$ cat config.mk
export PLATFORM = sky130hd
export DESIGN_NAME = kbd_event_decoder
export DESIGN_NICKNAME = d
export VERILOG_FILES = /design/src/rtl/kbd_evt_pkg.sv /design/src/rtl/kbd_evt_ctrl.sv /design/src/rtl/kbd_evt_datapath.sv /design/src/rtl/kbd_event_decoder.sv
export SDC_FILE = /design/constraint.sdc
export NUM_CORES = 1
export LEC_CHECK = 0
export CAP_MARGIN = 20
export CORE_MARGIN = 2
export CORE_UTILIZATION = 50
export DETAILED_ROUTE_END_ITERATION = 10
export DONT_BUFFER_PORTS = 1
export PLACE_DENSITY = 0.71
export SLEW_MARGIN = 20
export SYNTH_ARGS = -nofsm -noshare
export SYNTH_HDL_FRONTEND = slang
export SYNTH_SLANG_ARGS = --single-unit
$ cat constraint.sdc
create_clock -name clk -period 2.4 [get_ports clk]
set_input_delay 0.48 -clock clk [delete_from_list [all_inputs] [get_ports clk]]
set_output_delay 0.48 -clock clk [all_outputs]
set_load 0.02 [all_outputs]
$ cat src/rtl/kbd_evt_pkg.sv
package kbd_evt_pkg;

  // Strobes from control to datapath, one per decoded byte
  typedef struct packed {
    logic doPress;
    logic doRelease;
    logic doRepeat;
  } evCtrl_t;

  typedef enum logic {
    ST_MAKE  = 1'b0,
    ST_BREAK = 1'b1
  } decState_t;

endpackage

$ cat src/rtl/kbd_evt_ctrl.sv
module kbd_evt_ctrl
  import kbd_evt_pkg::*;
#(
  parameter int CODE_W = 8,
  parameter logic [CODE_W-1:0] BREAK_BYTE = 8'hF0,
  parameter logic [CODE_W-1:0] EXT_BYTE = 8'hE0
) (
  input  logic              clk,
  input  logic              rstN,
  input  logic [CODE_W-1:0] byteIn,
  input  logic              byteValid,
  input  logic              heldHit,
  output evCtrl_t           ctrl
);

  decState_t state, stateNext;
  logic isBreak, isExt, isCode;

  assign isBreak = byteValid && (byteIn == BREAK_BYTE);
  assign isExt   = byteValid && (byteIn == EXT_BYTE);
  assign isCode  = byteValid && !isBreak && !isExt;

  always_comb begin
    stateNext = state;
    ctrl = '0;
    if (isBreak) begin
      stateNext = ST_BREAK;
    end else if (isCode) begin
      if (state == ST_BREAK) begin
        ctrl.doRelease = 1'b1;
        stateNext = ST_MAKE;
      end else if (heldHit) begin
        ctrl.doRepeat = 1'b1;
      end else begin
        ctrl.doPress = 1'b1;
      end
    end
  end

  always_ff @(posedge clk or negedge rstN) begin
    if (!rstN) state <= ST_MAKE;
    else       state <= stateNext;
  end

  AST_CTRL_ONEHOT: assert property (@(posedge clk) disable iff (!rstN)
    $onehot0(ctrl)) else $error("ctrl strobes overlap");

  AST_EXT_KEEPS_STATE: assert property (@(posedge clk) disable iff (!rstN)
    isExt |=> $stable(state)) else $error("E0 changed pending state");

  AST_RELEASE_DISARMS: assert property (@(posedge clk) disable iff (!rstN)
    ctrl.doRelease |=> state == ST_MAKE) else $error("pending not cleared");

endmodule

$ cat src/rtl/kbd_evt_datapath.sv
module kbd_evt_datapath
  import kbd_evt_pkg::*;
#(
  parameter int CODE_W = 8,
  parameter logic [CODE_W-1:0] SHIFT_L = 8'h12,
  parameter logic [CODE_W-1:0] SHIFT_R = 8'h59
) (
  input  logic              clk,
  input  logic              rstN,
  input  logic [CODE_W-1:0] byteIn,
  input  logic              byteValid,
  input  evCtrl_t           ctrl,
  output logic              heldHit,
  output logic [CODE_W-1:0] evCode,
  output logic              pressStb,
  output logic              releaseStb,
  output logic              repeatStb,
  output logic              shiftLevel
);

  localparam int NUM_CODES = 1 << CODE_W;

  logic [NUM_CODES-1:0] heldBits;

  assign heldHit = heldBits[byteIn];
  assign shiftLevel = heldBits[SHIFT_L] | heldBits[SHIFT_R];

  always_ff @(posedge clk or negedge rstN) begin
    if (!rstN) begin
      heldBits <= '0;
    end else if (ctrl.doPress) begin
      heldBits[byteIn] <= 1'b1;
    end else if (ctrl.doRelease) begin
      heldBits[byteIn] <= 1'b0;
    end
  end

  always_ff @(posedge clk or negedge rstN) begin
    if (!rstN) begin
      evCode     <= '0;
      pressStb   <= 1'b0;
      releaseStb <= 1'b0;
      repeatStb  <= 1'b0;
    end else begin
      pressStb   <= ctrl.doPress;
      releaseStb <= ctrl.doRelease;
      repeatStb  <= ctrl.doRepeat;
      if (ctrl.doPress || ctrl.doRelease || ctrl.doRepeat) evCode <= byteIn;
    end
  end

  AST_PRESS_MARKS_HELD: assert property (@(posedge clk) disable iff (!rstN)
    pressStb |-> heldBits[evCode]) else $error("press left key unheld");

  AST_REPEAT_KEEPS_HELD: assert property (@(posedge clk) disable iff (!rstN)
    repeatStb |-> heldBits[evCode]) else $error("repeat on unheld key");

  AST_RELEASE_CLEARS: assert property (@(posedge clk) disable iff (!rstN)
    releaseStb |-> !heldBits[evCode]) else $error("release left key held");

  AST_EVENT_NEEDS_VALID: assert property (@(posedge clk) disable iff (!rstN)
    (pressStb || releaseStb || repeatStb) |-> $past(byteValid))
    else $error("event without valid byte");

  AST_OUT_ONEHOT: assert property (@(posedge clk) disable iff (!rstN)
    $onehot0({pressStb, releaseStb, repeatStb})) else $error("strobes overlap");

endmodule

$ cat src/rtl/kbd_event_decoder.sv
module kbd_event_decoder
  import kbd_evt_pkg::*;
#(
  parameter int CODE_W = 8,
  parameter logic [CODE_W-1:0] BREAK_BYTE = 8'hF0,
  parameter logic [CODE_W-1:0] EXT_BYTE = 8'hE0,
  parameter logic [CODE_W-1:0] SHIFT_L = 8'h12,
  parameter logic [CODE_W-1:0] SHIFT_R = 8'h59
) (
  input  logic              clk,
  input  logic              rstN,
  input  logic [CODE_W-1:0] byteIn,
  input  logic              byteValid,
  output logic [CODE_W-1:0] evCode,
  output logic              pressStb,
  output logic              releaseStb,
  output logic              repeatStb,
  output logic              shiftLevel
);

  evCtrl_t ctrl;
  logic heldHit;

  kbd_evt_ctrl #(
    .CODE_W(CODE_W), .BREAK_BYTE(BREAK_BYTE), .EXT_BYTE(EXT_BYTE)
  ) uCtrl (
    .clk(clk), .rstN(rstN), .byteIn(byteIn), .byteValid(byteValid),
    .heldHit(heldHit), .ctrl(ctrl)
  );

  kbd_evt_datapath #(
    .CODE_W(CODE_W), .SHIFT_L(SHIFT_L), .SHIFT_R(SHIFT_R)
  ) uData (
    .clk(clk), .rstN(rstN), .byteIn(byteIn), .byteValid(byteValid),
    .ctrl(ctrl), .heldHit(heldHit), .evCode(evCode), .pressStb(pressStb),
    .releaseStb(releaseStb), .repeatStb(repeatStb), .shiftLevel(shiftLevel)
  );

  AST_PREFIX_SILENT: assert property (@(posedge clk) disable iff (!rstN)
    (byteValid && (byteIn == BREAK_BYTE || byteIn == EXT_BYTE))
      |=> !(pressStb || releaseStb || repeatStb))
    else $error("prefix produced an event");

  AST_SHIFT_ON_PRESS: assert property (@(posedge clk) disable iff (!rstN)
    ((pressStb || repeatStb) && (evCode == SHIFT_L || evCode == SHIFT_R))
      |-> shiftLevel) else $error("shift low with shift key down");

endmodule

* Word level (Yosys, flattened, before mapping)
Index checks and enable logic that the tools add are counted.
Cells by class: reductions and logical operators 11, equality and inequality tests 2, bitwise gates (word level) 4, order comparisons 2, multiplexer cells 15
Operators by type and width (count):
- 256-bit two-way mux | 2
- 256-bit bitwise AND | 1
- 256-bit inverter | 1
- 256-bit OR | 1
- 8-bit == test, second input constant | 2
- 8-bit by 9-bit less-than comparator with 1-bit output, second input constant | 1
- 1-bit two-way mux | 9
- 1-bit binary-select mux with 8-bit select | 1
- 1-bit demux with 8-bit select | 1
- 8-bit by 1-bit >= comparator with 1-bit output, second input constant | 1
- 3-bit two-way mux | 2
- 1-bit logical AND | 5
- 2-bit nonzero test | 2
- 1-bit zero test | 2
- 1-bit logical OR | 2
- 1-bit OR | 1
Storage, ports and cells: output and inout port bits 12, input bits 11, bits in registers 268, word-level logic and storage cells 40

* Logic depth before layout (Yosys ltp)
depth after elaboration 9, mapped depth 13, depth with buffers taken out 7

* Modules after synthesis
Synthesis repeated with hierarchy kept, for this count alone.
Unflattened totals: cell total of the unflattened synthesis 1084, area, all modules 13300.3 sq um
By module, submodules not included:
- kbd_evt_datapath | sequential area each 6681.4 sq um, area an instance 13215.2 sq um, times used 1, cells each 1074
- kbd_evt_ctrl | sequential area each 25.0 sq um, area an instance 85.1 sq um, times used 1, cells each 10

* Worst setup path before layout
OpenSTA, ideal clock, no wires.
path kind input-to-reg, from input port byteIn[1], to register (tool-made name), required time 2296 ps, cell stages on the path 11, slack -232 ps, arrival 2528 ps, library setup time 104 ps, path through buf_6 buf_6 buf_2 mux2_2 o21ai_0 o21ai_0 o21ai_0 nand4_1 buf_2 buf_4 o41ai_2
RTL lines:
- from (decl) | RTL line kbd_event_decoder.sv:12 | input logic [CODE_W-1:0] byteIn,

==> flow_summary.rst <==
.. list-table::
   :header-rows: 1

   * - Metric
     - Value
   * - Worst path required time
     - 2.83 ns
   * - Largest net degree at the start of global routing
     - between 200 and 300
   * - Post-synthesis to final-layout area growth
     - 13.52%
   * - Count of antenna diodes in the layout
     - 0
   * - Worst clock skew on the final layout
     - ~0.014 ns
   * - Final GP Congestion
     - around 0.87
   * - Classification of the worst-slack hold path
     - in -> async
   * - Synthesis Warnings
     - 0
   * - Most common library cell in the layout ignoring fill and taps
     - sky130_fd_sc_hd__o21ai_0
   * - Least-Margin Pin Slew
     - around 0.71 ns
   * - Synthesis-stage register bit count
     - around 270
   * - Number of instances in the synthesized netlist
     - between 1k and 1.5k
   * - Post-synth ARST share
     - 100.0%
   * - Part of the power in combinational logic
     - around 11%
   * - Class of the most critical setup path
     - reg -> reg
   * - Cell at the root of the clock tree
     - sky130_fd_sc_hd__clkbuf_16
   * - Final WL
     - about 38000 µm
   * - Violated checks
     - negative hold slack
   * - DP HPWL
     - around 23000 µm
   * - Highest-count cells in the layout ignoring fill and taps
     - sky130_fd_sc_hd__o21ai_0 (333), sky130_fd_sc_hd__dfrtp_1 (268), sky130_fd_sc_hd__buf_4 (73), sky130_fd_sc_hd__o31ai_1 (64), sky130_fd_sc_hd__nand2_1 (57)
   * - DR pass1 iterations
     - 8
   * - Most area-hungry cell type in the Yosys netlist
     - sky130_fd_sc_hd__dfrtp_1
   * - Total CTS buffers
     - 28
   * - Maximum fanout along the worst path
     - 6
   * - Post-placement cell area
     - roughly 0.014 mm²
   * - CTS tree
     - yes
   * - Post-route fraction of the period consumed by the critical path
     - 99.37%
   * - Run status
     - finished with violations
   * - Synthesized area
     - 0.01361 mm²
   * - Final non-filler cell total
     - approximately 1.6k
   * - Busiest grt layer
     - met2
   * - Fin. Hold Viols
     - around 270
   * - Initial DRC count
     - roughly 1.2k
   * - Final setup TNS
     - 0 ns
   * - Layout Nets
     - approximately 1.2k
   * - Placeable Area
     - between 0.02 and 0.03 mm²
   * - Type of destination of the critical path
     - flop
   * - Normalized max-slew margin
     - between 50% and 60%
   * - Setup Viol. Count Final
     - 0
   * - Antenna violations before repair
     - 0
   * - Sequential share of power
     - between 40 and 50%
   * - H-tree depth
     - 1
   * - WHS
     - -0.3628 ns
   * - Aggregate global routing overflow
     - 0
   * - Post-layout util
     - slightly below 60%
   * - Peak Freq
     - ~420 MHz
   * - Period minus WS final
     - approximately 2.4 ns
   * - Post-synth EDFFs
     - 0
   * - Worst reg-to-reg setup slack
     - between 0.015 and 0.02 ns
   * - Clock tree sinks
     - 268
   * - Number of port buffers
     - 0
   * - Int Pwr
     - about 0.0079 W
   * - Maximum Capacitance Violations
     - 0
   * - Commonest register cell after synthesis
     - sky130_fd_sc_hd__dfrtp_1
   * - GR Util met1
     - between 30% and 40%
   * - Fraction of synthesized cell area taken by the top area cell type
     - between 40% and 50%
   * - Mean area per synthesized cell
     - between 10 and 15 µm²
   * - Leakage power total
     - roughly 6.7 nW
   * - Switching power
     - around 0.0026 W
   * - Startpoint type of the worst setup path
     - flop
   * - Post-Layout Inst Area
     - approximately 0.015 mm²
   * - Power after layout
     - between 0.01 and 0.015 W
   * - Global-route wire length before repair
     - ~60000 µm
   * - Row count
     - 60
   * - Fraction of layout instances using a drive strength above 1
     - roughly a quarter
   * - Main area contributors after synthesis
     - sky130_fd_sc_hd__dfrtp_1 (49%), sky130_fd_sc_hd__o21ai_0 (12%), sky130_fd_sc_hd__mux4_2 (4.5%), sky130_fd_sc_hd__o41ai_2 (4.1%), sky130_fd_sc_hd__o31ai_1 (3.6%)
   * - Die area
     - between 0.02 and 0.03 mm²
   * - GRT Resource Usage Total
     - between 20% and 30%
   * - Count of vias placed by the detailed router
     - 10.71k
   * - Pins Over Slew Limit
     - 0
   * - Proportion of synthesized chip area in sequential cells
     - 49.29%
   * - Clock-pin slew on the worst setup and hold paths
     - 0.06 ns
   * - Global Route met2 Usage
     - between 40% and 50%
   * - Setup repair after global routing missed its margin
     - yes
   * - Post-detailed-route wirelength per cell
     - 24.10 µm
   * - Vias in the first global route
     - around 11k
   * - Net count of the mapped netlist
     - around 1.2k
   * - Number of remaining DRC errors
     - 0
   * - Clk buf depth
     - 3
   * - IR drop worst, VDD
     - between 0.5 and 0.6 mV
   * - Die height
     - 169.0 µm
   * - Clock network fraction of design power
     - roughly 42%
   * - Die X
     - about 170 µm
   * - Number of cells in the design after placement
     - around 1.5k
   * - Arrival time reported for the critical path endpoint
     - around 2.8 ns
   * - Yosys cell types
     - 60
   * - Power density over the cells
     - slightly below 700 mW/mm²
   * - Net switching share of the total power
     - about 24%
   * - Clock Latency Late Sink
     - roughly 0.55 ns
   * - # IOs
     - 23
   * - Worst Reg-to-Reg Cells
     - 8
   * - Avg Vias per Cell
     - between 6 and 7
   * - Remaining antenna violation count after routing
     - 0
   * - Starting Density
     - around half
   * - Global-route track usage on met3
     - approximately 6.0%
[critical path: stages (launching register included)]
cell	delay [ns]
sky130_fd_sc_hd__dfrtp_1	0.39
sky130_fd_sc_hd__mux4_2	0.46
sky130_fd_sc_hd__nor2b_1	0.15
sky130_fd_sc_hd__a211oi_2	0.21
sky130_fd_sc_hd__a2111o_1	0.17
sky130_fd_sc_hd__nand4_1	0.16
sky130_fd_sc_hd__buf_4	0.20
sky130_fd_sc_hd__buf_6	0.13
sky130_fd_sc_hd__o41ai_1	0.39
[synthesized netlist by cell type, drive strengths merged (2+ instances only)]
cell type	n
nor3	7
a21oi	7
or2	4
a2111o	2
a2111oi	3
clkbuf	76
o22ai	3
o41ai	64
nor3b	2
and2	4
a211oi	2
nand2b	6
nor2	18
nand3	30
mux4	39
nand2	61
buf	56
nor2b	11
inv	4
a31oi	3
or3b	2
nand4	9
and2b	4
mux2	9
o21ai	394
o31ai	66
a22oi	17
dfrtp	268
mux2i	49
[metrics by stage]
stage | hold WS [ns] | worst slack [ns]
floorplan | 0.1844 | -0.08510
global placement | 0.2004 | -0.1003
detailed placement | 0.1966 | -0.1436
CTS | -0.3794 | 0.008150
global route | -0.3772 | -0.03551
finish | -0.3628 | 0.01522
[layout make-up]
class / instances / area [µm²]
repair buffers: 102 / 1087
inverters: 4 / 15.01
clock buffers: 46 / 899.6
fillers: 2198 / 11360
well taps: 341 / 426.7
clock inverters: 5 / 50.05
multi-input cells: 829 / 6260
flip-flops and latches: 268 / 6706
[power groups by stage]
stage | Sequential (W) | Clock [W] | Combinational (W)
global placement | 0.00501 | 0 | 0.00105
global route | 0.00497 | 0.00467 | 0.00123
finish | 0.00495 | 0.00443 | 0.00114
detailed placement | 0.00502 | 0 | 0.00108
CTS | 0.00494 | 0.00449 | 0.00108
floorplan | 0.00498 | 0 | 0.000919
[cell families (layout without fill, tap and decap cells)]
group / Yosys count / after routing / synth area share (%)
multiplexers: 97 / 97 / 11.14
buffers and inverters: 139 / 157 / 5.729
AND/OR/NAND/NOR: 165 / 165 / 6.134
flip-flops: 268 / 268 / 49.29
AO/OA/AOI/OAI: 567 / 567 / 27.71
[how the worst max path moves through the flow]
| stage | from | to | slack (ns) | cells after the start |
|---|---|---|---|---|
| after floorplan | byteIn[0] | flop | -0.09 | 11 |
| after detailed placement | byteIn[1] | flop | -0.14 | 7 |
| after global placement | byteIn[0] | flop | -0.10 | 8 |
| after CTS | flop | flop | 0.008 | 7 |
| after global routing | flop | flop | -0.04 | 9 |
| final | flop | flop | 0.02 | 8 |
[what timing repair did]
| action | in CTS | in global routing |
|---|---|---|
| setup endpoints to repair | 0 | 86 |
| endpoints found under the hold margin | 268 | 268 |
| gates resized for setup | 0 | 21 |
| buffers inserted | 0 | 1 |
[metal layers]
metal  up-vias  wire (µm)
met1      5405      16260
met2       509      17330
li1       4703          -
met5         -          0
met4         0       1360
met3        92       3484
(Power assumes the default switching activity.)
